$ cat config.mk
export PLATFORM = sky130hd
export DESIGN_NAME = adc_trig_top
export DESIGN_NICKNAME = d
export VERILOG_FILES = /design/src/rtl/adc_trig_pkg.sv /design/src/rtl/adc_trig_edge_sync.sv /design/src/rtl/adc_trig_auto_timer.sv /design/src/rtl/adc_trig_select.sv /design/src/rtl/adc_trig_top.sv
export SDC_FILE = /design/constraint.sdc
export NUM_CORES = 1
export LEC_CHECK = 0
export ABC_AREA = 0
export BUFFER_PORTS_ARGS = -buffer_cell sky130_fd_sc_hd__buf_2
export CAP_MARGIN = 0
export CORE_MARGIN = 8
export CORE_UTILIZATION = 35
export DETAILED_ROUTE_END_ITERATION = 10
export MAX_ROUTING_LAYER = met4
export PLACE_DENSITY = 0.59
export SLEW_MARGIN = 20
export SYNTH_ARGS = -nofsm -noshare
export SYNTH_HDL_FRONTEND = slang
export SYNTH_SLANG_ARGS = --single-unit
export TNS_END_PERCENT = 1
$ cat constraint.sdc
create_clock -name clk -period 2 [get_ports clk]
set_input_delay 0.4 -clock clk [delete_from_list [all_inputs] [get_ports clk]]
set_output_delay 0.4 -clock clk [all_outputs]
set_load 0.005 [all_outputs]
$ cat src/rtl/adc_trig_pkg.sv
package adc_trig_pkg;

    typedef enum logic [2:0] {
        SRC_SWCLR = 3'b000,
        SRC_EXT   = 3'b001,
        SRC_TMR   = 3'b010,
        SRC_PWM   = 3'b011,
        SRC_RSV4  = 3'b100,
        SRC_RSV5  = 3'b101,
        SRC_CTM   = 3'b110,
        SRC_AUTO  = 3'b111
    } trig_src_e;

    typedef enum logic {
        ST_IDLE   = 1'b0,
        ST_SAMPLE = 1'b1
    } samp_state_e;

    typedef struct packed {
        logic sw_end;
        logic ext_edge;
        logic tmr;
        logic pwm;
        logic ctm;
        logic auto_done;
    } trig_vec_t;

    function automatic logic src_is_reserved(trig_src_e s);
        return (s == SRC_RSV4) || (s == SRC_RSV5);
    endfunction

    // Zero dwell is promoted to one tick.
    function automatic int unsigned dwell_ticks(int unsigned raw);
        return (raw == 0) ? 1 : raw;
    endfunction

endpackage

$ cat src/rtl/adc_trig_edge_sync.sv
module adc_trig_edge_sync #(
    parameter int STAGES = 2
) (
    input  logic clk,
    input  logic rst,
    input  logic pin_i,
    input  logic pol_i,
    output logic edge_o
);
    localparam int TOP = STAGES - 1;

    logic [STAGES-1:0] sync_q;
    logic              last_q;

    generate
        if (STAGES == 1) begin : g_one
            always_ff @(posedge clk) begin
                if (rst) sync_q <= '0;
                else     sync_q <= pin_i;
            end
        end else begin : g_chain
            always_ff @(posedge clk) begin
                if (rst) sync_q <= '0;
                else     sync_q <= {sync_q[STAGES-2:0], pin_i};
            end
        end
    endgenerate

    always_ff @(posedge clk) begin
        if (rst) last_q <= 1'b0;
        else     last_q <= sync_q[TOP];
    end

    assign edge_o = (sync_q[TOP] != last_q) && (sync_q[TOP] == pol_i);

    // a detected edge is consumed on the next cycle
    p_edge_once_r6: assert property (@(posedge clk) disable iff (rst)
        edge_o |=> !edge_o || (pol_i != $past(pol_i)));

endmodule

$ cat src/rtl/adc_trig_auto_timer.sv
module adc_trig_auto_timer
    import adc_trig_pkg::*;
#(
    parameter int TIME_W = 5
) (
    input  logic              clk,
    input  logic              rst,
    input  logic              run_i,
    input  logic [TIME_W-1:0] time_i,
    output logic              done_o
);
    localparam int CW = TIME_W + 1;

    logic [CW-1:0] cnt_q;
    logic [CW-1:0] limit;
    logic [CW-1:0] next_cnt;

    always_comb begin
        limit    = CW'(dwell_ticks(int'(time_i)));
        next_cnt = cnt_q + CW'(1);
        done_o   = run_i && (next_cnt >= limit);
    end

    always_ff @(posedge clk) begin
        if (rst || !run_i || done_o) cnt_q <= '0;
        else                         cnt_q <= next_cnt;
    end

    // counting restarts from zero after each expiry
    p_restart_r9: assert property (@(posedge clk) disable iff (rst)
        done_o |=> cnt_q == '0);

endmodule

$ cat src/rtl/adc_trig_select.sv
module adc_trig_select
    import adc_trig_pkg::*;
(
    input  trig_src_e sel_i,
    input  trig_vec_t ev_i,
    output logic      fire_o
);
    always_comb begin
        unique case (sel_i)
            SRC_SWCLR: fire_o = ev_i.sw_end;
            SRC_EXT:   fire_o = ev_i.ext_edge;
            SRC_TMR:   fire_o = ev_i.tmr;
            SRC_PWM:   fire_o = ev_i.pwm;
            SRC_CTM:   fire_o = ev_i.ctm;
            SRC_AUTO:  fire_o = ev_i.auto_done;
            default:   fire_o = 1'b0;
        endcase
    end

endmodule

$ cat src/rtl/adc_trig_top.sv
module adc_trig_top
    import adc_trig_pkg::*;
#(
    parameter int TIME_W      = 5,
    parameter int SYNC_STAGES = 2
) (
    input  logic              clk,
    input  logic              rst,
    input  logic              samp_bit_i,
    input  logic [2:0]        sel_i,
    input  logic              int0_pol_i,
    input  logic              int0_pin_i,
    input  logic              tmr_match_i,
    input  logic              pwm_evt_i,
    input  logic              ctm_evt_i,
    input  logic [TIME_W-1:0] auto_time_i,
    output logic              conv_start_o,
    output logic              sampling_o
);
    trig_src_e   sel;
    samp_state_e state_q;
    logic        samp_prev_q;
    logic        conv_q;
    logic        ext_edge;
    logic        auto_done;
    logic        fire;
    logic        in_sample;
    trig_vec_t   ev;

    assign sel       = trig_src_e'(sel_i);
    assign in_sample = (state_q == ST_SAMPLE);

    adc_trig_edge_sync #(.STAGES(SYNC_STAGES)) u_ext (
        .clk    (clk),
        .rst    (rst),
        .pin_i  (int0_pin_i),
        .pol_i  (int0_pol_i),
        .edge_o (ext_edge)
    );

    adc_trig_auto_timer #(.TIME_W(TIME_W)) u_auto (
        .clk    (clk),
        .rst    (rst),
        .run_i  (in_sample),
        .time_i (auto_time_i),
        .done_o (auto_done)
    );

    always_comb begin
        ev.sw_end    = !samp_bit_i;
        ev.ext_edge  = ext_edge;
        ev.tmr       = tmr_match_i;
        ev.pwm       = pwm_evt_i;
        ev.ctm       = ctm_evt_i;
        ev.auto_done = auto_done;
    end

    adc_trig_select u_sel (
        .sel_i  (sel),
        .ev_i   (ev),
        .fire_o (fire)
    );

    always_ff @(posedge clk) begin
        if (rst) begin
            state_q     <= ST_IDLE;
            samp_prev_q <= 1'b0;
            conv_q      <= 1'b0;
        end else begin
            samp_prev_q <= samp_bit_i;
            conv_q      <= in_sample && fire;
            unique case (state_q)
                ST_IDLE: begin
                    if (samp_bit_i && !samp_prev_q) state_q <= ST_SAMPLE;
                end
                ST_SAMPLE: begin
                    if (fire)                                  state_q <= ST_IDLE;
                    else if (!samp_bit_i && sel != SRC_SWCLR)  state_q <= ST_IDLE;
                end
                default: state_q <= ST_IDLE;
            endcase
        end
    end

    assign conv_start_o = conv_q;
    assign sampling_o   = in_sample;

    // single-cycle pulse
    p_pulse_single_r3: assert property (@(posedge clk) disable iff (rst)
        conv_start_o |=> !conv_start_o);
    // window closes as the pulse appears
    p_close_with_pulse_r3: assert property (@(posedge clk) disable iff (rst)
        $rose(conv_start_o) |-> $fell(sampling_o));
    // rising enable opens a window
    p_open_r2: assert property (@(posedge clk) disable iff (rst)
        (!sampling_o && samp_bit_i && !samp_prev_q) |=> sampling_o);
    // abandon without conversion
    p_abort_r5: assert property (@(posedge clk) disable iff (rst)
        (sampling_o && !samp_bit_i && sel != SRC_SWCLR && sel != SRC_AUTO
         && !(sel == SRC_EXT && ext_edge) && !(sel == SRC_TMR && tmr_match_i)
         && !(sel == SRC_PWM && pwm_evt_i) && !(sel == SRC_CTM && ctm_evt_i))
        |=> !conv_start_o && !sampling_o);
    // reserved codes stay silent
    p_reserved_r8: assert property (@(posedge clk) disable iff (rst)
        (src_is_reserved(sel)) |=> !conv_start_o);
    // nothing converts outside a window
    p_idle_quiet_r10: assert property (@(posedge clk) disable iff (rst)
        !sampling_o |=> !conv_start_o);

endmodule

* Word-level counts from Yosys, hierarchy flattened
Index checks and enable logic that the tools add are counted.
W data, S select, Z words.
** Operators by class
- Magnitude comparators :: 1
- Bitwise logic cells :: 1
- Equality and inequality tests :: 7
- Add/subtract/negate cells :: 1
- Mux-type cells :: 6
- Reduce and logical (&&, ||, !) cells :: 13
** Operators by type and width (count)
- $add A6 B1 Y6 const B :: 1
- $eq A3 B2 Y1 const B :: 2
- $eq A3 B3 Y1 const B :: 2
- $ge A6 B6 Y1 :: 1
- $pmux W1 S6 :: 1
- $logic_and A1 B1 Y1 :: 5
- $logic_not A5 Y1 :: 1
- $mux W5 :: 1
- $eq A3 B1 Y1 const B :: 1
- $logic_not A1 Y1 :: 3
- $logic_not A3 Y1 :: 1
- $mux W1 :: 3
- $reduce_bool A3 Y1 :: 1
- $logic_or A1 B1 Y1 :: 2
- $pmux W1 S2 :: 1
- $eq A1 B1 Y1 :: 1
- $ne A1 B1 Y1 :: 1
- $not A1 Y1 :: 1
** Storage, ports and cells
- Register bits after elaboration :: 12
- Output and inout port bits :: 2
- Bits of input ports :: 16

* Logic depth before layout (Yosys ltp)
- Depth after elaboration :: 7
- Mapped depth :: 8

* Cells and area by module
A second synthesis with hierarchy kept.
** Unflattened totals
- Cell total of the unflattened synthesis :: 64
- Area total of the unflattened synthesis :: 636.9 um^2
** Modules (own cells, without submodules)
- adc_trig_auto_timer :: sequential area each 120.1 um^2, area an instance 374.1 um^2, cells an instance 39, times used 1
- adc_trig_top :: sequential area each 60.1 um^2, area an instance 113.9 um^2, cells an instance 11, times used 1
- adc_trig_edge_sync :: sequential area each 60.1 um^2, area an instance 101.3 um^2, cells an instance 9, times used 1
- adc_trig_select :: sequential area each 0.0 um^2, area an instance 47.5 um^2, cells an instance 5, times used 1

* Worst setup path before layout
Ideal clock, no wire load.
- Path kind :: input port to flip-flop
- Start :: input auto_time_i[4]
- End :: register conv_q, in the netlist conv_start_o
- Data required time :: 1.874 ns
- Path slack :: 0.141 ns
- Cell stages on the path :: 8
- Data arrival time :: 1.733 ns
- Buffers on the path :: 0
- Path through :: inv_1 a41o_1 ha_1 nand2b_1 a2111oi_2 or3_4 a21o_1 a31oi_1
** Between the ends
- Word-level cells in the longest chain between the ends :: 6
** RTL lines
- start: declaration :: RTL line adc_trig_top.sv:16 : input logic [TIME_W-1:0] auto_time_i,
- $logic_not A5 Y1 :: RTL line adc_trig_pkg.sv:34 : return (raw == 0) ? 1 : raw;
- $mux W5 (*) :: RTL line adc_trig_pkg.sv:34
- $ge A6 B6 Y1 (*) :: RTL line adc_trig_auto_timer.sv:21 : done_o = run_i && (next_cnt >= limit);
- $logic_and A1 B1 Y1 (*) :: RTL line adc_trig_auto_timer.sv:21
- $pmux W1 S6 (*) :: RTL line adc_trig_select.sv:9 : unique case (sel_i)
- $logic_and A1 B1 Y1 (*) :: RTL line adc_trig_top.sv:71 : conv_q <= in_sample && fire;
- end signal: assignment :: RTL line adc_trig_top.sv:71
- end: declaration :: RTL line adc_trig_top.sv:23 : logic conv_q;
Mark *: on every way between the ends. The rest lies on a longest branch, timed or not.
A chain may end at the register's enable or synchronous reset.

* Worst setup path in the final report
- Start :: register u_auto.cnt_q[1]
- End :: register conv_q, in the netlist conv_start_o
** Between the ends
- Word-level cells in the longest chain between the ends :: 5
** RTL lines
- start: declaration :: RTL line adc_trig_auto_timer.sv:14 : logic [CW-1:0] cnt_q;
- start signal: assignment :: RTL line adc_trig_auto_timer.sv:26 : else cnt_q <= next_cnt;
- $add A6 B1 Y6 :: RTL line adc_trig_auto_timer.sv:20 : next_cnt = cnt_q + CW'(1);
- net u_auto.next_cnt[2] :: RTL line adc_trig_auto_timer.sv:16 : logic [CW-1:0] next_cnt;
- $ge A6 B6 Y1 :: RTL line adc_trig_auto_timer.sv:21
- $logic_and A1 B1 Y1 :: RTL line adc_trig_auto_timer.sv:21
- $pmux W1 S6 :: RTL line adc_trig_select.sv:9
- $logic_and A1 B1 Y1 :: RTL line adc_trig_top.sv:71
The timed path passes the listed nets, and every way through them passes these cells.

==> out/metrics.yaml <==
status: "finished, final reports clean"
final_area_sq_um: 827
die_w_um: 59.4
critPathTopFamily: "adder cells"
core_region_area_sq_mm: 0.00175
crit_type: "flip-flop to flip-flop"
root_buffer: "clkbuf_4"
synthXorXnorAreaFrac_pct: 3.98
power_mw: 0.506
place.gp.congestion: 0.770
finalCriticalPeriod_ns: 1.86
fin_crit_sh_pct: 92.9
grt_pass1_vias: 609
cp-end-kind: "flip-flop"
seq_power_share_pct: 49.6
die_h_um: 59.4
hold_viol: 0
tritoncts.num_buffers: 3
syn_nets: 90
h-tree-depth: 1
grt_start_max_net_pins: 8
max_clock_freq_mhz: 538
postCtsHoldBufs: 0
synth.avg_cell_area_sq_um: 9.70
vias: 531
clk_pin_slew_ns: 0.08
setup_viol: 0
seq_area_frac_synth_pct: 36.4
multi_input_comb_area_sq_um: 400
cts_resized: 0
powerDensity_mw_per_mm2: 612
holdCritPathClass: "input pin to flip-flop"
syn2layout_area_growth_pct: 25.4
synth_compound_area_share_pct: 11.6
r2r_start: "u_auto.cnt_q[1]"
netlist_instances: 68
grt_setup_unrepaired: "false"
required_ns: 2.20
grt_antenna_before_repair: 0
skew_ns: 0.00108
viasPerCell: 4.58
finalWirelength_um: 1260
cts.sink_count: 12
num-nets-final: 114
holdCritStartpoint: "rst"
switching_share_pct: 22.6
p_int_mw: 0.392
power_switching_mw: 0.114
yosys.area_share.adder_pct: 11.4
grt_pass1_wl_um: 2370
grt_use_total_pct: 9.11
arrival_ns: 2.06
seq_area_sq_um: 240
final_cells: 116
placement.cell_area_sq_um: 791
crit_slowest_cell: "or3_4"
synth_top_family_by_area: "simple AND/OR/NAND/NOR gates"
critical_path.startpoint: "u_auto.cnt_q[1]"
die_area_sq_mm: 0.00353
yosys.area_share.simple_pct: 31.7
critPathMaxFanout: 3
postLayoutCoreUtil_pct: 47.4
power.share.clock_pct: 38.2
crit_chain: "ha_1 -> xor2_1 -> ha_1 -> a2111oi_2 -> or3_4 -> a21o_1 -> a31oi_1"
comb_power_share_pct: 12.2
drtPass1Iterations: 3
fillers: 178
clockBufferDepth: 2
clock_latency_ns: 0.27
tritoncts: "yes"
cap_violations: 0
grt_overflow: 0
ys_warn_count: 0
top_level_ports: 18
wl_per_cell_um: 10.9
drt_iter0_markers: 10
rows: 15
synth_cell_types: 32
antennaDiodeCount: 0
slew_violations: 0
portBuffers: 17
antenna_left: 0
cts_setup_buffers: 0
drive_gt1_share_pct: 31.9
slowest_delay_ns: 0.41
dp_hpwl_um: 1100
start_util_pct: 37.8
crit_buf_inv: 0
drc: 0
leakagePower_nw: 0.378
start_kind: "flip-flop"
synthMuxAreaShare_pct: 1.52
place_inst: 112
ir_drop_v: 0.000254
cpMostUsedCell: "ha_1"
yosys_register_bits: 12
syn_area_sq_um: 659
[cell usage after synthesis]
master / count / area, sq um
dfxtp_1: 12 / 240
nand3b_4: 1 / 20.0
o22ai_1: 1 / 6.26
xnor2_1: 2 / 17.5
a21oi_1: 1 / 5.00
and2_1: 1 / 6.26
inv_1: 5 / 18.8
nor2_1: 3 / 11.3
conb_1: 1 / 3.75
o21ai_0: 2 / 10.0
or4_1: 1 / 7.51
nand3_2: 1 / 10.0
nand2_1: 3 / 11.3
or3_4: 1 / 11.3
mux2i_1: 1 / 10.0
a41o_1: 1 / 10.0
xor2_1: 1 / 8.76
a2111oi_2: 1 / 15.0
o21a_1: 1 / 7.51
nor2b_2: 1 / 8.76
nand2b_1: 4 / 25.0
nor2b_1: 6 / 37.5
a32oi_1: 1 / 8.76
ha_1: 6 / 75.1
nor3_4: 1 / 16.3
a21o_1: 1 / 7.51
nor3b_1: 1 / 7.51
nand3_1: 1 / 5.00
nand4_1: 2 / 12.5
nor3_1: 2 / 10.0
a31oi_1: 1 / 6.26
nand4b_1: 1 / 8.76
[area by class of cell]
cell class / count / area share, %
multi-input cells: 51 / 48.4
flip-flops and latches: 12 / 29.0
repair buffers: 19 / 12.1
clock buffers: 4 / 4.39
well taps: 25 / 3.78
inverters: 5 / 2.27
[sequential cells by signal, summed over array words and instances, names as in the netlist]
| name | cells |
|---|---|
| conv_start_o | 1 |
| samp_prev_q | 1 |
| sampling_o | 1 |
| u_auto.cnt_q | 6 |
| u_ext.last_q | 1 |
| u_ext.sync_q | 2 |
[cell families after synthesis]
family | Yosys count
other | 1
flip-flops | 12
XOR/XNOR | 3
AND/OR/NAND/NOR | 30
multiplexers | 1
buffers and inverters | 5
adder cells (fa/ha/maj) | 6
AO/OA/AOI/OAI | 10
[per-stage QoR]
step	setup slack (ns)	setup TNS (ns)	hold WS [ns]
2_1_floorplan	0.141	0	0.414
3_3_place_gp	0.00521	0	0.419
3_5_place_dp	-0.0159	-0.0259	0.434
4_1_cts	0.111	0	0.327
5_1_grt	0.00497	0	0.329
6_report	0.141	0	0.339
[path summary, 6_finish.rpt]
kind                                   endpoint  slack (ns)  depth (start not counted)
worst max-delay path               conv_start_o        0.14                          7
worst min-delay path               u_ext.last_q        0.34                          2
worst max register to register     conv_start_o        0.14                          7
worst min register to register  u_ext.sync_q[1]        0.45                          1
[per-layer routing]
layer  track usage, %  vias to the layer above  wire, um
met1             9.69                      235       596
met3             2.82                        2        42
met4             6.14                        0        12
met2             14.2                        9       611
met5                -                        -         0
li1                 -                      285         -
[power groups by stage]
stage	Sequential, mW	Clock (mW)	Combinational (mW)
detailed placement	0.257	0	0.0629
global placement	0.257	0	0.0621
CTS	0.251	0.205	0.0632
floorplan	0.256	0	0.0343
finish	0.251	0.193	0.0620
global route	0.252	0.221	0.0716
[layout by cell type, fill, tap and decap left out]
| cell type | instances |
|---|---|
| buf_2 | 17 |
| dfxtp_1 | 12 |
| nor2b_1 | 6 |
| ha_1 | 6 |
| inv_1 | 5 |
| nand2b_1 | 4 |
| nand2_1 | 3 |
| nor2_1 | 3 |
| clkbuf_4 | 3 |
| xnor2_1 | 2 |
| nor3_1 | 2 |
| o21ai_0 | 2 |
| nand4_1 | 2 |
| buf_4 | 2 |
| a41o_1 | 1 |
| nand3_1 | 1 |
| xor2_1 | 1 |
| nand3_2 | 1 |
| a2111oi_2 | 1 |
| or3_4 | 1 |
| o21a_1 | 1 |
| nor3_4 | 1 |
| a21o_1 | 1 |
| or4_1 | 1 |
| o22ai_1 | 1 |
| nor3b_1 | 1 |
| mux2i_1 | 1 |
| nand4b_1 | 1 |
| a21oi_1 | 1 |
| a31oi_1 | 1 |
| nand3b_4 | 1 |
| nor2b_2 | 1 |
| and2_1 | 1 |
| a32oi_1 | 1 |
| clkbuf_8 | 1 |
| conb_1 | 1 |
Power figures use the tool's default switching activity.
